==> src/rtl/pds_pkg.sv <==
package pds_pkg;

    typedef enum logic [2:0] {
        S_IDLE   = 3'd0,
        S_DN_ACK = 3'd1,
        S_DN_IDL = 3'd2,
        S_DN_SW  = 3'd3,
        S_UP_SW  = 3'd4,
        S_UP_REL = 3'd5,
        S_UP_ACK = 3'd6,
        S_UP_IDL = 3'd7
    } seq_st_e;

    localparam logic [2:0] A_PWR   = 3'd0;
    localparam logic [2:0] A_IREQ  = 3'd1;
    localparam logic [2:0] A_STAT  = 3'd2;
    localparam logic [2:0] A_IDLE  = 3'd3;
    localparam logic [2:0] A_ACK   = 3'd4;
    localparam logic [2:0] A_DNCNT = 3'd5;
    localparam logic [2:0] A_UPCNT = 3'd6;
    localparam logic [2:0] A_ERR   = 3'd7;

endpackage

==> src/rtl/pds_arb.sv <==
module pds_arb #(
    parameter int NDOM = 4,
    parameter int IW   = 2
) (
    input  logic [NDOM-1:0] pend_i,
    output logic            any_o,
    output logic [IW-1:0]   idx_o
);

    // lowest pending index wins
    always_comb begin
        any_o = |pend_i;
        idx_o = '0;
        for (int i = NDOM - 1; i >= 0; i--) begin
            if (pend_i[i]) idx_o = IW'(i);
        end
    end

endmodule

==> src/rtl/pds_regs.sv <==
module pds_regs
    import pds_pkg::*;
#(
    parameter int              NDOM      = 4,
    parameter logic [NDOM-1:0] IDLE_ONLY = '0,
    parameter int              ACK_SPLIT = 0,
    parameter int              CNT_W     = 16,
    parameter int              DEF_CNT   = 24
) (
    input  logic             clk,
    input  logic             rst_n,
    input  logic             we_i,
    input  logic [2:0]       addr_i,
    input  logic [31:0]      wdata_i,
    output logic [31:0]      rdata_o,
    input  logic [NDOM-1:0]  off_i,
    input  logic [NDOM-1:0]  ack_i,
    input  logic [NDOM-1:0]  idle_i,
    input  logic [NDOM-1:0]  err_set_i,
    output logic [NDOM-1:0]  pwr_o,
    output logic [NDOM-1:0]  ireq_o,
    output logic [CNT_W-1:0] dn_lim_o,
    output logic [CNT_W-1:0] up_lim_o,
    output logic [NDOM-1:0]  err_o
);

    localparam logic [NDOM-1:0] PWR_MASK = ~IDLE_ONLY;

    typedef struct packed {
        logic [NDOM-1:0]  pwr;
        logic [NDOM-1:0]  ireq;
        logic [CNT_W-1:0] dn;
        logic [CNT_W-1:0] up;
        logic [NDOM-1:0]  err;
    } regs_t;

    regs_t q, d;
    logic [31:0] idle_word, ack_word, stat_word;

    always_comb begin
        d = q;
        if (we_i) begin
            case (addr_i)
                A_PWR:   d.pwr  = wdata_i[NDOM-1:0] & PWR_MASK;
                A_IREQ:  d.ireq = wdata_i[NDOM-1:0] & IDLE_ONLY;
                A_DNCNT: d.dn   = wdata_i[CNT_W-1:0];
                A_UPCNT: d.up   = wdata_i[CNT_W-1:0];
                A_ERR:   d.err  = q.err & ~wdata_i[NDOM-1:0];
                default: ;
            endcase
        end
        d.err = d.err | err_set_i;
    end

    always_ff @(posedge clk or negedge rst_n) begin
        if (!rst_n) begin
            q.pwr  <= '0;
            q.ireq <= '0;
            q.dn   <= CNT_W'(DEF_CNT);
            q.up   <= CNT_W'(DEF_CNT);
            q.err  <= '0;
        end else begin
            q <= d;
        end
    end

    generate
        if (ACK_SPLIT == 0) begin : g_shared
            assign idle_word = 32'(idle_i) | (32'(ack_i) << 16);
            assign ack_word  = '0;
        end else begin : g_split
            assign idle_word = 32'(idle_i);
            assign ack_word  = 32'(ack_i);
        end
    endgenerate

    assign stat_word = 32'((off_i & PWR_MASK) | (idle_i & IDLE_ONLY));

    always_comb begin
        case (addr_i)
            A_PWR:   rdata_o = 32'(q.pwr);
            A_IREQ:  rdata_o = 32'(q.ireq);
            A_STAT:  rdata_o = stat_word;
            A_IDLE:  rdata_o = idle_word;
            A_ACK:   rdata_o = ack_word;
            A_DNCNT: rdata_o = 32'(q.dn);
            A_UPCNT: rdata_o = 32'(q.up);
            default: rdata_o = 32'(q.err);
        endcase
    end

    assign pwr_o    = q.pwr;
    assign ireq_o   = q.ireq;
    assign dn_lim_o = q.dn;
    assign up_lim_o = q.up;
    assign err_o    = q.err;

    // counts only change through their own address
    a_r4_counts_hold: assert property (@(posedge clk) disable iff (!rst_n)
        !(we_i && (addr_i == A_DNCNT || addr_i == A_UPCNT)) |=> ($stable(q.dn) && $stable(q.up)));

endmodule

==> src/rtl/pds_seq.sv <==
module pds_seq
    import pds_pkg::*;
#(
    parameter int              NDOM      = 4,
    parameter logic [NDOM-1:0] IDLE_ONLY = '0,
    parameter int              CNT_W     = 16,
    parameter int              TMO_CYC   = 64,
    parameter int              IW        = 2
) (
    input  logic             clk,
    input  logic             rst_n,
    input  logic             start_i,
    input  logic [IW-1:0]    start_idx_i,
    input  logic             goal_off_i,
    input  logic [CNT_W-1:0] dn_lim_i,
    input  logic [CNT_W-1:0] up_lim_i,
    input  logic [NDOM-1:0]  ack_i,
    input  logic [NDOM-1:0]  idle_i,
    output logic             busy_o,
    output logic [NDOM-1:0]  off_o,
    output logic [NDOM-1:0]  req_o,
    output logic [NDOM-1:0]  sw_o,
    output logic [NDOM-1:0]  err_set_o
);

    localparam int TMO_W = $clog2(TMO_CYC + 1);

    typedef struct packed {
        seq_st_e          st;
        logic [IW-1:0]    idx;
        logic [CNT_W-1:0] cnt;
        logic [TMO_W-1:0] tmo;
        logic [NDOM-1:0]  off;
        logic [NDOM-1:0]  req;
        logic [NDOM-1:0]  sw;
    } seq_t;

    seq_t q, d;
    logic             only_k, ack_k, idl_k, tmo_hit, sw_done;
    logic [CNT_W:0]   lim, nxt;

    always_comb begin
        d         = q;
        err_set_o = '0;
        only_k    = IDLE_ONLY[q.idx];
        ack_k     = ack_i[q.idx];
        idl_k     = idle_i[q.idx];
        tmo_hit   = (q.tmo >= TMO_W'(TMO_CYC - 1));
        lim       = {1'b0, (q.st == S_DN_SW) ? dn_lim_i : up_lim_i};
        nxt       = {1'b0, q.cnt} + (CNT_W + 1)'(1);
        sw_done   = (nxt >= lim);

        case (q.st)
            S_IDLE: begin
                if (start_i) begin
                    d.idx = start_idx_i;
                    d.tmo = '0;
                    d.cnt = '0;
                    if (goal_off_i) begin
                        d.req[start_idx_i] = 1'b1;
                        d.st = S_DN_ACK;
                    end else if (IDLE_ONLY[start_idx_i]) begin
                        d.req[start_idx_i] = 1'b0;
                        d.st = S_UP_ACK;
                    end else begin
                        d.sw[start_idx_i] = 1'b0;
                        d.st = S_UP_SW;
                    end
                end
            end
            S_DN_ACK: begin
                if (ack_k) begin
                    d.st  = S_DN_IDL;
                    d.tmo = '0;
                end else if (tmo_hit) begin
                    err_set_o[q.idx] = 1'b1;
                    d.req[q.idx]     = 1'b0;
                    d.st             = S_IDLE;
                end else begin
                    d.tmo = q.tmo + 1'b1;
                end
            end
            S_DN_IDL: begin
                if (idl_k) begin
                    if (only_k) begin
                        d.off[q.idx] = 1'b1;
                        d.st         = S_IDLE;
                    end else begin
                        d.sw[q.idx] = 1'b1;
                        d.cnt       = '0;
                        d.st        = S_DN_SW;
                    end
                end else if (tmo_hit) begin
                    err_set_o[q.idx] = 1'b1;
                    d.req[q.idx]     = 1'b0;
                    d.st             = S_IDLE;
                end else begin
                    d.tmo = q.tmo + 1'b1;
                end
            end
            S_DN_SW: begin
                if (sw_done) begin
                    d.off[q.idx] = 1'b1;
                    d.st         = S_IDLE;
                end else begin
                    d.cnt = q.cnt + 1'b1;
                end
            end
            S_UP_SW: begin
                if (sw_done) begin
                    d.off[q.idx] = 1'b0;
                    d.st         = S_UP_REL;
                end else begin
                    d.cnt = q.cnt + 1'b1;
                end
            end
            S_UP_REL: begin
                d.req[q.idx] = 1'b0;
                d.tmo        = '0;
                d.st         = S_UP_ACK;
            end
            S_UP_ACK: begin
                if (!ack_k) begin
                    d.st  = S_UP_IDL;
                    d.tmo = '0;
                end else if (tmo_hit) begin
                    err_set_o[q.idx] = 1'b1;
                    d.st             = S_IDLE;
                end else begin
                    d.tmo = q.tmo + 1'b1;
                end
            end
            default: begin
                if (!idl_k) begin
                    if (only_k) d.off[q.idx] = 1'b0;
                    d.st = S_IDLE;
                end else if (tmo_hit) begin
                    err_set_o[q.idx] = 1'b1;
                    d.st             = S_IDLE;
                end else begin
                    d.tmo = q.tmo + 1'b1;
                end
            end
        endcase
    end

    always_ff @(posedge clk or negedge rst_n) begin
        if (!rst_n) q <= '0;
        else        q <= d;
    end

    assign busy_o = (q.st != S_IDLE);
    assign off_o  = q.off;
    assign req_o  = q.req;
    assign sw_o   = q.sw;

    // only one power domain between switch and status
    a_r10_one_window: assert property (@(posedge clk) disable iff (!rst_n)
        $onehot0(q.sw ^ (q.off & ~IDLE_ONLY)));

    // when no sequence runs, every switch agrees with its status
    a_r2_settled: assert property (@(posedge clk) disable iff (!rst_n)
        (q.st == S_IDLE) |-> (((q.sw ^ q.off) & ~IDLE_ONLY) == '0));

    generate
        for (genvar g = 0; g < NDOM; g++) begin : g_chk
            // switch opens only after request, ack and idle were all high
            a_r3_open_after_idle: assert property (@(posedge clk) disable iff (!rst_n)
                $rose(q.sw[g]) |-> $past(q.req[g] && ack_i[g] && idle_i[g]));
            // a power domain's request falls only once it is on
            a_r5_release_after_on: assert property (@(posedge clk) disable iff (!rst_n)
                (!IDLE_ONLY[g] && $fell(q.req[g])) |-> (!q.off[g] && !q.sw[g]));
        end
    endgenerate

endmodule

==> src/rtl/pwr_dom_seq.sv <==
module pwr_dom_seq
    import pds_pkg::*;
#(
    parameter int              NDOM      = 4,
    parameter logic [NDOM-1:0] IDLE_ONLY = 4'b1000,
    parameter int              ACK_SPLIT = 0,
    parameter int              CNT_W     = 16,
    parameter int              DEF_CNT   = 24,
    parameter int              TMO_CYC   = 64
) (
    input  logic            clk,
    input  logic            rst_n,
    input  logic            reg_we,
    input  logic [2:0]      reg_addr,
    input  logic [31:0]     reg_wdata,
    output logic [31:0]     reg_rdata,
    output logic [NDOM-1:0] pwr_sw_off,
    output logic [NDOM-1:0] idle_req,
    input  logic [NDOM-1:0] idle_ack,
    input  logic [NDOM-1:0] idle_sts
);

    localparam int IW = (NDOM > 1) ? $clog2(NDOM) : 1;

    logic [NDOM-1:0]  pwr_q, ireq_q, err_q, off, err_set, tgt, pend;
    logic [CNT_W-1:0] dn_lim, up_lim;
    logic             any, busy, start, goal_off;
    logic [IW-1:0]    pick;

    pds_regs #(
        .NDOM(NDOM), .IDLE_ONLY(IDLE_ONLY), .ACK_SPLIT(ACK_SPLIT),
        .CNT_W(CNT_W), .DEF_CNT(DEF_CNT)
    ) u_regs (
        .clk(clk), .rst_n(rst_n), .we_i(reg_we), .addr_i(reg_addr),
        .wdata_i(reg_wdata), .rdata_o(reg_rdata), .off_i(off),
        .ack_i(idle_ack), .idle_i(idle_sts), .err_set_i(err_set),
        .pwr_o(pwr_q), .ireq_o(ireq_q), .dn_lim_o(dn_lim),
        .up_lim_o(up_lim), .err_o(err_q)
    );

    assign tgt   = (pwr_q & ~IDLE_ONLY) | (ireq_q & IDLE_ONLY);
    assign pend  = (tgt ^ off) & ~err_q;
    assign start = any & ~busy;
    assign goal_off = tgt[pick];

    pds_arb #(.NDOM(NDOM), .IW(IW)) u_arb (
        .pend_i(pend), .any_o(any), .idx_o(pick)
    );

    pds_seq #(
        .NDOM(NDOM), .IDLE_ONLY(IDLE_ONLY), .CNT_W(CNT_W),
        .TMO_CYC(TMO_CYC), .IW(IW)
    ) u_seq (
        .clk(clk), .rst_n(rst_n), .start_i(start), .start_idx_i(pick),
        .goal_off_i(goal_off), .dn_lim_i(dn_lim), .up_lim_i(up_lim),
        .ack_i(idle_ack), .idle_i(idle_sts), .busy_o(busy), .off_o(off),
        .req_o(idle_req), .sw_o(pwr_sw_off), .err_set_o(err_set)
    );

    generate
        for (genvar g = 0; g < NDOM; g++) begin : g_err
            // raising an error leaves power where it was
            a_r9_err_keeps_power: assert property (@(posedge clk) disable iff (!rst_n)
                $rose(err_q[g]) |-> ($stable(off[g]) && !pwr_sw_off[g]));
        end
    endgenerate

endmodule

==> config.mk <==
export PLATFORM = sky130hd
export DESIGN_NAME = pwr_dom_seq
export DESIGN_NICKNAME = d
export VERILOG_FILES = /design/src/rtl/pds_pkg.sv /design/src/rtl/pds_arb.sv /design/src/rtl/pds_regs.sv /design/src/rtl/pds_seq.sv /design/src/rtl/pwr_dom_seq.sv
export SDC_FILE = /design/constraint.sdc
export NUM_CORES = 1
export LEC_CHECK = 0
export BUFFER_PORTS_ARGS = -buffer_cell sky130_fd_sc_hd__buf_2
export CAP_MARGIN = 20
export CORE_MARGIN = 2
export CORE_UTILIZATION = 55
export DETAILED_ROUTE_END_ITERATION = 10
export GPL_TIMING_DRIVEN = 0
export HOLD_SLACK_MARGIN = 0.08
export PLACE_DENSITY = 0.81
export SLEW_MARGIN = 10
export SYNTH_ARGS = -nofsm -noshare
export SYNTH_HDL_FRONTEND = slang
export SYNTH_HIERARCHICAL = 1
export SYNTH_SLANG_ARGS = --single-unit
==> constraint.sdc <==
create_clock -name clk -period 8.96 [get_ports clk]
set_input_delay 0.896 -clock clk [delete_from_list [all_inputs] [get_ports clk]]
set_output_delay 0.896 -clock clk [all_outputs]
set_load 0.01 [all_outputs]
; After elaboration in Yosys (flattened, before gate mapping)
; Index checks and enable logic that the tools add are counted.
[totals]
ram_bits = 0
romBits = 0
latchBits = 0
output_inout_bits = 40
ff_bits = 80
wordCells = 163
inputBits = 46
mem_count = 0
[classes]
bitwise_logic = 22
n_reduce_logical = 25
multipliers = 0
shifts = 0
mux = 69
div = 0
addsub = 3
n_eq_ne = 26
n_lt_le_gt_ge = 6
[ops]
columns = cell, count
row1 = one-hot mux 20 bit (7 select lines), 1
row2 = 2-to-1 mux 4 bit, 22
row3 = 2-to-1 mux 16 bit, 4
row4 = one-hot mux 16 bit (3 select lines), 1
row5 = one-hot mux 4 bit (4 select lines), 3
row6 = one-hot mux 7 bit (6 select lines), 1
row7 = 2-to-1 mux 7 bit, 5
row8 = 2-to-1 mux 28 bit, 1
row9 = AND 4 bit, 6
row10 = 2-to-1 mux 3 bit, 8
row11 = == test 3 bit (second input constant), 7
row12 = one-hot mux 3 bit (7 select lines), 1
row13 = OR 4 x 20 -> 20 bit, 1
row14 = adder 16 x 1 -> 17 bit (second input constant), 1
row15 = >= comparator 17 x 16 -> 1 bit, 1
row16 = adder 16 x 1 -> 16 bit (second input constant), 1
row17 = inverter 4 bit, 4
row18 = OR 4 bit, 4
row19 = != test 2 bit (second input constant), 7
row20 = == test 3 x 2 -> 1 bit (second input constant), 4
row21 = 2-to-1 mux 2 bit, 6
row22 = OR reduction 4 bit, 3
row23 = binary-select mux 1 bit (select 2 bit), 5
row24 = AND reduction 2 bit, 5
row25 = 28 further kinds, 49

; Depth between registers and ports, before layout
[logic_depth]
word_depth = 17
depth_mapped = 14
ltp_nobuf = 12

; Hierarchy
; The synthesis kept the hierarchy.
[modules_own_cells]
columns = mod, area_each_um2, cells_each, instances, seq_area_each_um2
row1 = pds_seq, 3266.9, 366, 1, 1001.0
row2 = pds_regs, 2090.8, 175, 1, 1006.0
row3 = pwr_dom_seq, 78.8, 10, 1, 0.0
row4 = pds_arb, 35.0, 7, 1, 0.0

; Least setup slack after synthesis
; No wires, ideal clock.
[synth_timing]
kind = register to register
startpoint = register (tool-made name)
endpoint = register u_seq.q, in the netlist u_seq/sw_o[0]
period_less_slack_ns = 3.076
path_slack_ns = 5.884
path_stages_with_launch = 12
setup_ns = 0.122
required_time_ns = 8.838
t_arrival_ns = 2.954
n_path_buf = 1
path_cell_list = dfrtp_1 buf_4 xnor2_1 nor2_1 nor2_1 nor3_1 mux4_2 nor3b_1 nand2_1 a21boi_0 nand2_1 o2bb2ai_1
[synth_rtl]
columns = item, line_no
row1 = "end signal, assigned", pds_seq.sv:148  ; if (!rst_n) q <= '0;
row2 = "end signal, assigned", pds_seq.sv:149  ; else q <= d;
row3 = "end, declared", pds_seq.sv:38  ; seq_t q, d;

; Worst setup path in the final report
[layout_timing]
startpoint = register u_seq/q[38] (netlist bit)
endpoint = register u_seq/q[19] (netlist bit)
[layout_via]
elab_chain_len = 5
word_cells_on_any_way = 17
cone_classes = order compare: 1 / eq/ne: 7 / mux: 2 / bitwise: 2 / reduce/logical: 5
[layout_rtl]
columns = item, line_no
row1 = == test 3 x 2 -> 1 bit or nonzero test 3 bit (tied branches), "pds_seq.sv:49, pds_seq.sv:53, pds_seq.sv:152"
row2 = 2-to-1 mux 16 bit or inverter 1 bit (tied branches), "pds_seq.sv:49, pwr_dom_seq.sv:43"
row3 = >= comparator 17 x 16 -> 1 bit or AND 1 bit (tied branches), "pds_seq.sv:51, pwr_dom_seq.sv:43"
row4 = != test 2 bit (no source line), --
row5 = AND reduction 5 bit (no source line), --
; Parallel ways exist; a longest one is shown, timed or not.
; A chain may end at the register's enable or synchronous reset.

==> flow_summary.ini <==
[floorplanning]
rows = 36
die_y_um = 103
initial_utilization_pct = 56.2
placeableCoreArea_um2 = 9680
ios = 86
dieArea_um2 = 10700
fp.dieW_um = 103

[clock_tree]
cts.sinks = 80
numCtsBuffers = 9
cts_resized = 0
clk_path_buf_depth = 2
path_clk_slew_ns = 0.09
clock_latency_ns = 0.35
cts_tree = built
postCtsSetupBuffers = 0
cts_hold_buf = 0
htreeDepth = 3
root_buffer = clkbuf_8

[route]
ant_nets = 0
vias_per_cell = 5.83
wl_met1_mm = 5.72
routed_wl_mm = 13.1
avgRoutedWirePerCell_um = 16.9
wl_met2_mm = 6.52
vias = 4510
drc = 0
wl_met3_um = 679
highest_layer = met4
dr.pass1.iters = 7
drt_iter0_drc = 253

[grt]
grt_max_degree = 50
grt_pass1_vias = 4311
grt_pass1_wl_mm = 21.4
grt_overflow_total = 0
antenna_found_initial = 0
grt_util_all_layers_pct = 25.5

[job]
cap_violations = 0

[timing]
setup_ws_ns = 5.10
clock.fmax_mhz = 259
grt_setup_unrepaired = no
setup_viol = 0
finalCritPeriodShare_pct = 43.1
setup-tns-final_ns = 0
final.min_clock_period_ns = 3.86
tightest_slew_ns = 0.667
finalHoldViolations = 0
fin_skew_ns = 0.0119
timing.hold.ws_ns = 0.462
max_slew_margin_pct = 55.4
drv_slew = 0

[power_and_ir_drop]
p_leak_nw = 2.92
power_w = 0.00164
peakVddDrop_mv = 0.117
powerDensity_nw_per_um2 = 266

[cells_and_area]
layout-drive-gt1-share_pct = 28.0
fill_cells = 812
regArea_um2 = 2010
layout_common_cells = dfrtp_1 (76), buf_2 (71), nand2_1 (47)
multi_input_area_um2 = 3130
final_util_pct = 63.8
antenna-diode-count = 0
syn_to_final_growth_pct = 13.6
final_common_cell = dfrtp_1
final_nets = 699

[placement]
hpwl_mm = 9.78
port_buffers = 57
gp_congestion = 0.887
post-place-ws_ns = 5.13

[synthesis]
syn_area_per_cell_um2 = 9.82
netlist_instances = 554
netlist_area_um2 = 5440
yosys_warnings = 6

[setup_path]
worst-path-max-fanout = 10
cp.arrival_ns = 4.15
slowest_delay_ns = 0.57
critPathCaptureType = register
cp_num_buf_inv = 3
ff2ff_setup_slack_ns = 5.10
crit_required_ns = 9.25
start_kind = register
cpMostUsedCell = buf_2
crit_family = simple AND/OR/NAND/NOR gates
cp_slowest_cell = nor2_1
cp_cell_sequence = buf_2 -> nor2b_1 -> buf_2 -> nand2_2 -> buf_2 -> mux2i_1 -> ha_1 -> a21oi_1 -> o21ai_0 -> a31oi_1 -> nand3_2 -> nor2_1 -> mux2_2
crit_type = register to register

[min_path]
hold_class = register to register

[outcome]
outcome = completed
layer usage:
layer	vias up	global-route usage, %
li1	2154	-
met5	-	0
met1	2195	34.2
met2	144	42.7
met4	0	7.59
met3	17	4.10
path summary, 6_finish.rpt:
check / startpoint / end / depth (start not counted)
worst max-delay path: u_seq/q[38] / u_seq/q[19] / 13
worst min-delay path: u_seq/sw_o[3] / u_seq/sw_o[3] / 1
worst max register to register: u_seq/q[38] / u_seq/q[19] / 13
worst min register to register: u_seq/sw_o[3] / u_seq/sw_o[3] / 1
max in group asynchronous: rst_n / u_regs/dn_lim_o[4] / 2
min in group asynchronous: rst_n / u_seq/sw_o[0] / 1
where the power goes:
group          leakage [nW]  internal [W]  switching, W
combinational          1.82      0.000348      0.000485
sequential             1.00      0.000446     0.0000718
clock                 0.104      0.000157      0.000136
total                  2.92      0.000952      0.000693
flip-flops by register name (all words and copies together) (netlist names), named ones only:
signal           flops
u_seq/q             28
u_seq/sw_o           4
u_regs/ireq_o        1
u_regs/pwr_o         3
u_regs/dn_lim_o     16
u_regs/up_lim_o     16
u_regs/err_o         4
stage by stage:
step	instance area, um^2	instances
after floorplan	5480	565
after global placement	5930	755
after detailed placement	5960	756
after CTS	6180	772
after global routing	6180	773
final	6180	773
layout make-up:
type | count | area share [%]
Multi-Input combinational cell | 426 | 50.7
Tap cell | 133 | 2.69
Timing Repair Buffer | 59 | 5.18
Clock buffer | 11 | 2.13
Buffer | 49 | 4.90
Inverter | 10 | 0.627
Clock inverter | 5 | 1.32
Sequential cell | 80 | 32.5
(Power assumes the default switching activity.)
